## src/rtl/srt_pkg.sv

```systemverilog
package srt_pkg;

    localparam int NUM_HALF = 2;
    localparam int LO = 0;
    localparam int HI = 1;

    typedef struct packed {
        logic run;
        logic lo_fast;
        logic hi_fast;
        logic ext_sel;
        logic lo_irq_en;
        logic irq_en;
    } srt_cfg_t;

    typedef struct packed {
        logic sys_div;
        logic ext_div;
    } srt_ticks_t;

    function automatic logic pick_tick(input logic fast, input logic ext_sel,
                                       input srt_ticks_t t);
        if (fast)
            return 1'b1;
        return ext_sel ? t.ext_div : t.sys_div;
    endfunction

endpackage

```

## src/rtl/srt_prescale.sv

```systemverilog
module srt_prescale
    import srt_pkg::*;
#(
    parameter int DIV_SYS = 12,
    parameter int DIV_EXT = 8,
    parameter int SYNC_STAGES = 2
) (
    input  logic       clk,
    input  logic       rst,
    input  logic       ext_clk,
    output srt_ticks_t ticks
);
    localparam int SW = $clog2(DIV_SYS);
    localparam int EW = $clog2(DIV_EXT);
    localparam logic [SW-1:0] SYS_LAST = SW'(DIV_SYS - 1);
    localparam logic [EW-1:0] EXT_LAST = EW'(DIV_EXT - 1);

    logic [SW-1:0] sys_cnt;
    logic [EW-1:0] ext_cnt;
    logic [SYNC_STAGES-1:0] sync_q;
    logic prev_q;
    logic ext_rise;

    always_ff @(posedge clk) begin
        if (rst)
            sys_cnt <= '0;
        else if (sys_cnt == SYS_LAST)
            sys_cnt <= '0;
        else
            sys_cnt <= sys_cnt + 1'b1;
    end

    genvar s;
    generate
        for (s = 0; s < SYNC_STAGES; s++) begin : g_sync
            always_ff @(posedge clk) begin
                if (rst)
                    sync_q[s] <= 1'b0;
                else if (s == 0)
                    sync_q[s] <= ext_clk;
                else
                    sync_q[s] <= sync_q[(s == 0) ? 0 : s - 1];
            end
        end
    endgenerate

    always_ff @(posedge clk) begin
        if (rst)
            prev_q <= 1'b0;
        else
            prev_q <= sync_q[SYNC_STAGES-1];
    end

    assign ext_rise = sync_q[SYNC_STAGES-1] & ~prev_q;

    always_ff @(posedge clk) begin
        if (rst)
            ext_cnt <= '0;
        else if (ext_rise)
            ext_cnt <= (ext_cnt == EXT_LAST) ? '0 : ext_cnt + 1'b1;
    end

    assign ticks.sys_div = (sys_cnt == SYS_LAST);
    assign ticks.ext_div = ext_rise && (ext_cnt == EXT_LAST);

endmodule

```

## src/rtl/srt_half.sv

```systemverilog
module srt_half #(
    parameter int W = 8
) (
    input  logic         clk,
    input  logic         rst,
    input  logic         en,
    input  logic         load,
    input  logic [W-1:0] load_val,
    input  logic [W-1:0] rld,
    output logic [W-1:0] cnt,
    output logic         ovf
);
    localparam logic [W-1:0] TOP = {W{1'b1}};

    assign ovf = en && !load && (cnt == TOP);

    always_ff @(posedge clk) begin
        if (rst)
            cnt <= '0;
        else if (load)
            cnt <= load_val;
        else if (en)
            cnt <= (cnt == TOP) ? rld : cnt + 1'b1;
    end

endmodule

```

## src/rtl/split_reload_timer.sv

```systemverilog
module split_reload_timer
    import srt_pkg::*;
#(
    parameter int W = 8,
    parameter int DIV_SYS = 12,
    parameter int DIV_EXT = 8,
    parameter int SYNC_STAGES = 2
) (
    input  logic         clk,
    input  logic         rst,
    input  logic         ext_clk,
    input  logic         cfg_we,
    input  logic         cfg_run,
    input  logic         cfg_lo_fast,
    input  logic         cfg_hi_fast,
    input  logic         cfg_ext_sel,
    input  logic         cfg_lo_irq_en,
    input  logic         cfg_irq_en,
    input  logic         rld_we,
    input  logic [W-1:0] rld_lo_wdata,
    input  logic [W-1:0] rld_hi_wdata,
    input  logic         cnt_we,
    input  logic [W-1:0] cnt_lo_wdata,
    input  logic [W-1:0] cnt_hi_wdata,
    input  logic         flag_we,
    input  logic         flag_lo_wdata,
    input  logic         flag_hi_wdata,
    output logic [W-1:0] cnt_lo,
    output logic [W-1:0] cnt_hi,
    output logic         flag_lo,
    output logic         flag_hi,
    output logic         ovf_lo,
    output logic         ovf_hi,
    output logic         irq
);
    srt_cfg_t   cfg_q;
    srt_ticks_t ticks;

    logic [W-1:0] rld_q   [NUM_HALF];
    logic [W-1:0] wr_val  [NUM_HALF];
    logic [W-1:0] cnt_v   [NUM_HALF];
    logic [NUM_HALF-1:0] en;
    logic [NUM_HALF-1:0] ovf;
    logic [NUM_HALF-1:0] flag_q;
    logic [NUM_HALF-1:0] flag_wd;
    logic [NUM_HALF-1:0] fast;
    logic [NUM_HALF-1:0] gate;

    always_ff @(posedge clk) begin
        if (rst)
            cfg_q <= '0;
        else if (cfg_we)
            cfg_q <= '{run: cfg_run, lo_fast: cfg_lo_fast, hi_fast: cfg_hi_fast,
                       ext_sel: cfg_ext_sel, lo_irq_en: cfg_lo_irq_en,
                       irq_en: cfg_irq_en};
    end

    srt_prescale #(
        .DIV_SYS(DIV_SYS),
        .DIV_EXT(DIV_EXT),
        .SYNC_STAGES(SYNC_STAGES)
    ) u_pre (
        .clk(clk),
        .rst(rst),
        .ext_clk(ext_clk),
        .ticks(ticks)
    );

    assign wr_val[LO]  = cnt_lo_wdata;
    assign wr_val[HI]  = cnt_hi_wdata;
    assign flag_wd[LO] = flag_lo_wdata;
    assign flag_wd[HI] = flag_hi_wdata;
    assign fast[LO]    = cfg_q.lo_fast;
    assign fast[HI]    = cfg_q.hi_fast;
    assign gate[LO]    = 1'b1;
    assign gate[HI]    = cfg_q.run;

    genvar h;
    generate
        for (h = 0; h < NUM_HALF; h++) begin : g_half
            always_ff @(posedge clk) begin
                if (rst)
                    rld_q[h] <= '0;
                else if (rld_we)
                    rld_q[h] <= (h == LO) ? rld_lo_wdata : rld_hi_wdata;
            end

            assign en[h] = gate[h] && pick_tick(fast[h], cfg_q.ext_sel, ticks);

            srt_half #(.W(W)) u_half (
                .clk(clk),
                .rst(rst),
                .en(en[h]),
                .load(cnt_we),
                .load_val(wr_val[h]),
                .rld(rld_q[h]),
                .cnt(cnt_v[h]),
                .ovf(ovf[h])
            );

            always_ff @(posedge clk) begin
                if (rst)
                    flag_q[h] <= 1'b0;
                else if (ovf[h])
                    flag_q[h] <= 1'b1;
                else if (flag_we)
                    flag_q[h] <= flag_wd[h];
            end
        end
    endgenerate

    assign cnt_lo  = cnt_v[LO];
    assign cnt_hi  = cnt_v[HI];
    assign flag_lo = flag_q[LO];
    assign flag_hi = flag_q[HI];
    assign ovf_lo  = ovf[LO];
    assign ovf_hi  = ovf[HI];
    assign irq     = cfg_q.irq_en && (flag_q[HI] || (cfg_q.lo_irq_en && flag_q[LO]));

endmodule

```

## config.mk

```make
export PLATFORM = sky130hd
export DESIGN_NAME = split_reload_timer
export DESIGN_NICKNAME = d
export VERILOG_FILES = /design/src/rtl/srt_pkg.sv /design/src/rtl/srt_prescale.sv /design/src/rtl/srt_half.sv /design/src/rtl/split_reload_timer.sv
export SDC_FILE = /design/constraint.sdc
export NUM_CORES = 1
export LEC_CHECK = 0
export ABC_AREA = 1
export CORE_AREA = 5 5 84 86
export CTS_CLUSTER_DIAMETER = 80
export CTS_CLUSTER_SIZE = 24
export DETAILED_ROUTE_END_ITERATION = 12
export DIE_AREA = 0 0 89 91
export PLACE_DENSITY = 0.75
export RECOVER_POWER = 50
export SYNTH_ARGS = -nofsm -noshare
export SYNTH_HDL_FRONTEND = slang
export SYNTH_SLANG_ARGS = --single-unit
```

## constraint.sdc

```tcl
create_clock -name clk -period 1.6 [get_ports clk]
set_clock_uncertainty 0.05 [all_clocks]
set_input_delay 0.32 -clock clk [delete_from_list [all_inputs] [get_ports clk]]
set_output_delay 0.32 -clock clk [all_outputs]
set_load 0.03 [all_outputs]
```

==> out/metrics.sh <==
ROUTEDWLPERCELL_MICRONS=13.8
NUM_IO_PINS=68
CTS_INSERTED_BUFFERS=5
DRT_PRE_ANTENNA_ITERS=5
PORT-BUFFER-COUNT=67
SYN_AREA_SQ_UM=2660
GLOBAL_ROUTE.OVERFLOW_TOTAL=0
FIN_NETS=506
PERIOD_SHARE_PCT=127
YOSYSSEQAREASHARE_PCT=43.7
FIN_HOLD_VIOLS=0
CORE_SQ_UM=6200
OUTCOME='finished with violations'
REG2REG_TO='g_half[1].u_half.cnt[4]$_SDFFE_PP0P_'
SYN_TO_FINAL_GROWTH_PCT=49.2
LAYOUT.CELLS.MOST_COMMON_LIST='nand2_1, nor2_1, clkdlybuf4s50_1, nand3_1, inv_1'
RSZ_0062_RAISED_AFTER_GLOBAL_ROUTING='true'
SYNTH-WARNING-COUNT=0
DIE-WIDTH_MICRONS=89
LAYOUT.CELLS.MOST_COMMON='nand2_1'
P_TOTAL_W=0.00298
GRT_ANTENNA_BEFORE_REPAIR=0
DRC=0
WORST_EP_ARRIVAL_TIME_NS=1.66
LAYOUT.FILLER_CELLS=522
COUNT_OF_MAX_CAP_CONSTRAINT_VIOLATIONS=0
PLACE_CONGESTION=0.866
POWER.LEAKAGE_nW=1.82
WORST_HOLD_STARTPOINT='u_pre.sync_q[0]$_SDFF_PP0_'
R2R_SLACK_NS=-0.09
ANTENNA_CELLS_INSERTED=0
INITIAL_UTILIZATION_PCT=42.8
SETUP_TNS_NS=-1.79
WORST_HOLD_PATH.NUM_CELLS=2
DETAILEDROUTE.FIRSTITERATIONVIOLATIONS=123
VIAS_PER_CELL=5.03
POWER.IR.VDD_WORST_mV=0.540
GRT_PASS1_WL_MM=11.9
MEAN_INSTANCE_SIZE_IN_THE_SYNTHESIZED_NETLIST_SQ_UM=7.61
TRACK_USAGE_PCT=18.3
CLOCK_TREE.HTREE_LEVEL_COUNT=2
PLACEMENT_ROW_COUNT=29
VIAS=2676
SYN_INST=349
WORST-PATH-MAX-FANOUT=3
CTSROOTBUFFERMASTER='clkbuf_8'
SYN_NETS=401
TIMING.HOLD.WORST_ENDPOINT='u_pre.sync_q[1]$_SDFF_PP0_'
DIE_AREA_SQ_UM=8100
SLEW_VIOL_FINAL=0
ACHIEVABLE-FREQUENCY_MHz=492
FINAL_ANTENNA_NET_COUNT=0
TIMING.CRITICAL_PATH.FROM_TYPE='flip-flop'
LARGEST_NET_DEGREE_AT_THE_START_OF_GLOBAL_ROUTING=21
GRT_BUSIEST_LAYER='met2'
SETUP_VIOL=17
WORSTREG2REGSTART='u_pre.ext_cnt[0]$_SDFFE_PP0N_'
REGISTER_AREA_SQ_UM=1180
POST-ROUTE-WORST-SETUP-SLACK_NS=-0.432
WORSTHOLDPATHTYPE='reg -> reg'
CP.REQUIRED_NS=1.23
WORSTMARGINPINSLEW_NS=0.644
POWER_DENSITY_nW_PER_UM2=751
LAYOUT-DRIVE-GT1-SHARE_PCT=27.9
FINAL.MIN_CLOCK_PERIOD_NS=2.03
GRT_PASS1_VIAS=2597
DP_HPWL_MM=5.31
DIEHEIGHT_MICRONS=91
YS_TYPES=33
CLKSLEWWORSTSETUPHOLDPATHS_NS=0.09
GR-USAGE-MET3_PCT=3.26
WORST-R2R-CELL-COUNT=9
SYNTH_SEQ_CELLS=50
FAILED_CHECKS='setup timing'
MAX-SLEW-MARGIN-REL_PCT=57.1
CRITPATHCAPTURETYPE='output pin'
CLK_LATENCY_NS=0.31
TOTAL_AREA_OF_MULTI_INPUT_COMBINATIONAL_CELLS_SQ_UM=1470
CTS-ROOT-TO-SINK-BUFFERS=2
GLOBALROUTEMET1UTIL_PCT=24.5
TRITONCTS_CLOCK_TREE='built'
WL_MM=7.34
CRIT_TYPE='reg -> out'
CTS_HOLD_REPAIR.BUFFERS=0
GRT.MET2_USAGE_PCT=30.0
CLOCK_SINKS=50
## Yosys cell counts
| master | instances | share of area [%] |
|---|---|---|
| o21bai_1 | 3 | 0.85 |
| or2_2 | 6 | 1.4 |
| o211ai_1 | 1 | 0.28 |
| dfxtp_1 | 34 | 26 |
| inv_1 | 36 | 5.1 |
| clkinv_1 | 1 | 0.14 |
| nor2_2 | 1 | 0.24 |
| nor2_4 | 2 | 0.85 |
| ha_1 | 5 | 2.4 |
| xnor2_1 | 4 | 1.3 |
| clkbuf_1 | 3 | 0.42 |
| nand4_1 | 7 | 1.6 |
| o21ai_1 | 1 | 0.19 |
| o21ai_0 | 14 | 2.6 |
| nand3_2 | 1 | 0.38 |
| nand3_1 | 42 | 7.9 |
| inv_2 | 7 | 0.99 |
| nor3_1 | 1 | 0.19 |
| nand2_1 | 66 | 9.3 |
| a21oi_2 | 5 | 1.6 |
| nor2_1 | 51 | 7.2 |
| nor4_1 | 1 | 0.24 |
| nand2_2 | 3 | 0.71 |
| nand2_4 | 3 | 1.3 |
| a21oi_1 | 17 | 3.2 |
| nor2_8 | 2 | 1.5 |
| edfxtp_1 | 16 | 18 |
| nand3b_1 | 7 | 2.0 |
| buf_1 | 3 | 0.42 |
| o211a_1 | 1 | 0.38 |
| buf_2 | 2 | 0.38 |
| mux2i_1 | 2 | 0.75 |
| buf_6 | 1 | 0.42 |
## cells by family (layout without fill, tap and decap cells)
logic type | after synthesis | count (layout) | share of synthesized area [%]
and+or+nand+nor | 193 | 194 | 34.8
buffers and inverters | 53 | 158 | 7.86
DFF | 50 | 50 | 43.7
AOI/OAI and AO/OA | 42 | 42 | 9.18
adders and majority gates | 5 | 5 | 2.35
xor gates and xnor gates | 4 | 4 | 1.32
muxes | 2 | 2 | 0.753
## metal layers
metal	wire length (microns)	share of wire, %	vias up
met1	3240	44	1227
met3	408	5.6	11
met2	3560	48	90
met4	131	1.8	0
li1	-	-	1348
met5	0	0	-
## sequential cells by signal (all words and copies together) (netlist names)
signal,count
rld_q,16
u_pre.prev_q,1
flag_lo,1
u_pre.sync_q,2
u_pre.sys_cnt,4
g_half.u_half.cnt,16
u_pre.ext_cnt,3
cfg_q,6
flag_hi,1
## worst max path at each step
stage	from	to	slack, ns	depth (start not counted)
6_report	u_pre.ext_cnt[0]$_SDFFE_PP0N_	ovf_hi	-0.43	9
3_3_place_gp	cnt_we	ovf_lo	-0.14	5
3_5_place_dp	cnt_we	g_half[0].u_half.cnt[0]$_SDFFE_PP0P_	-0.14	8
2_1_floorplan	u_pre.ext_cnt[1]$_SDFFE_PP0N_	ovf_lo	-0.09	6
4_1_cts	u_pre.ext_cnt[1]$_SDFFE_PP0N_	ovf_hi	-0.39	9
5_1_grt	u_pre.ext_cnt[0]$_SDFFE_PP0N_	ovf_hi	-0.51	9
## metrics by stage
| stage | hold WS [ns] | std cells | cell area [sq um] | util, % | worst slack, ns |
|---|---|---|---|---|---|
| finish | 0.359 | 532 | 3970 | 63.9 | -0.432 |
| global route | 0.400 | 532 | 3970 | 63.9 | -0.513 |
| CTS | 0.361 | 538 | 3960 | 63.8 | -0.387 |
| detailed placement | 0.348 | 515 | 3700 | 59.6 | -0.137 |
| global placement | 0.348 | 515 | 3700 | 59.6 | -0.142 |
| floorplan | 0.338 | 349 | 2740 | - | -0.0938 |
## where the power goes
part / internal [W] / leakage (nW) / switching [W]
combinational: 0.000302 / 1.31 / 0.000329
sequential: 0.00140 / 0.458 / 0.0000667
clock: 0.000462 / 0.0528 / 0.000419
## repair_timing
item                                    4_1_cts  5_1_grt
pin swaps                                     6       16
resized for setup                            37       36
cloned                                        1        1
setup buffers                                14        3
endpoints found under the setup margin       23       23
## area by class of cell
class | instances | area share (%)
clock buffer | 6 | 1.83
clock inverter | 2 | 0.852
inverter | 44 | 4.35
multi-input combinational | 247 | 37.1
sequential | 50 | 29.8
tap | 77 | 2.43
timing repair buffer | 106 | 23.6
## critical path, stage by stage, from the launching register on
cell and delay, ns:
dfxtp_2 0.37, ha_4 0.14, ha_4 0.12, nand4_1 0.14, nand3b_1 0.20, nand2_2 0.09, inv_2 0.06, nand3_2 0.07
inv_2 0.06, buf_6 0.12
No activity file was read; power rests on OpenSTA's default activity.
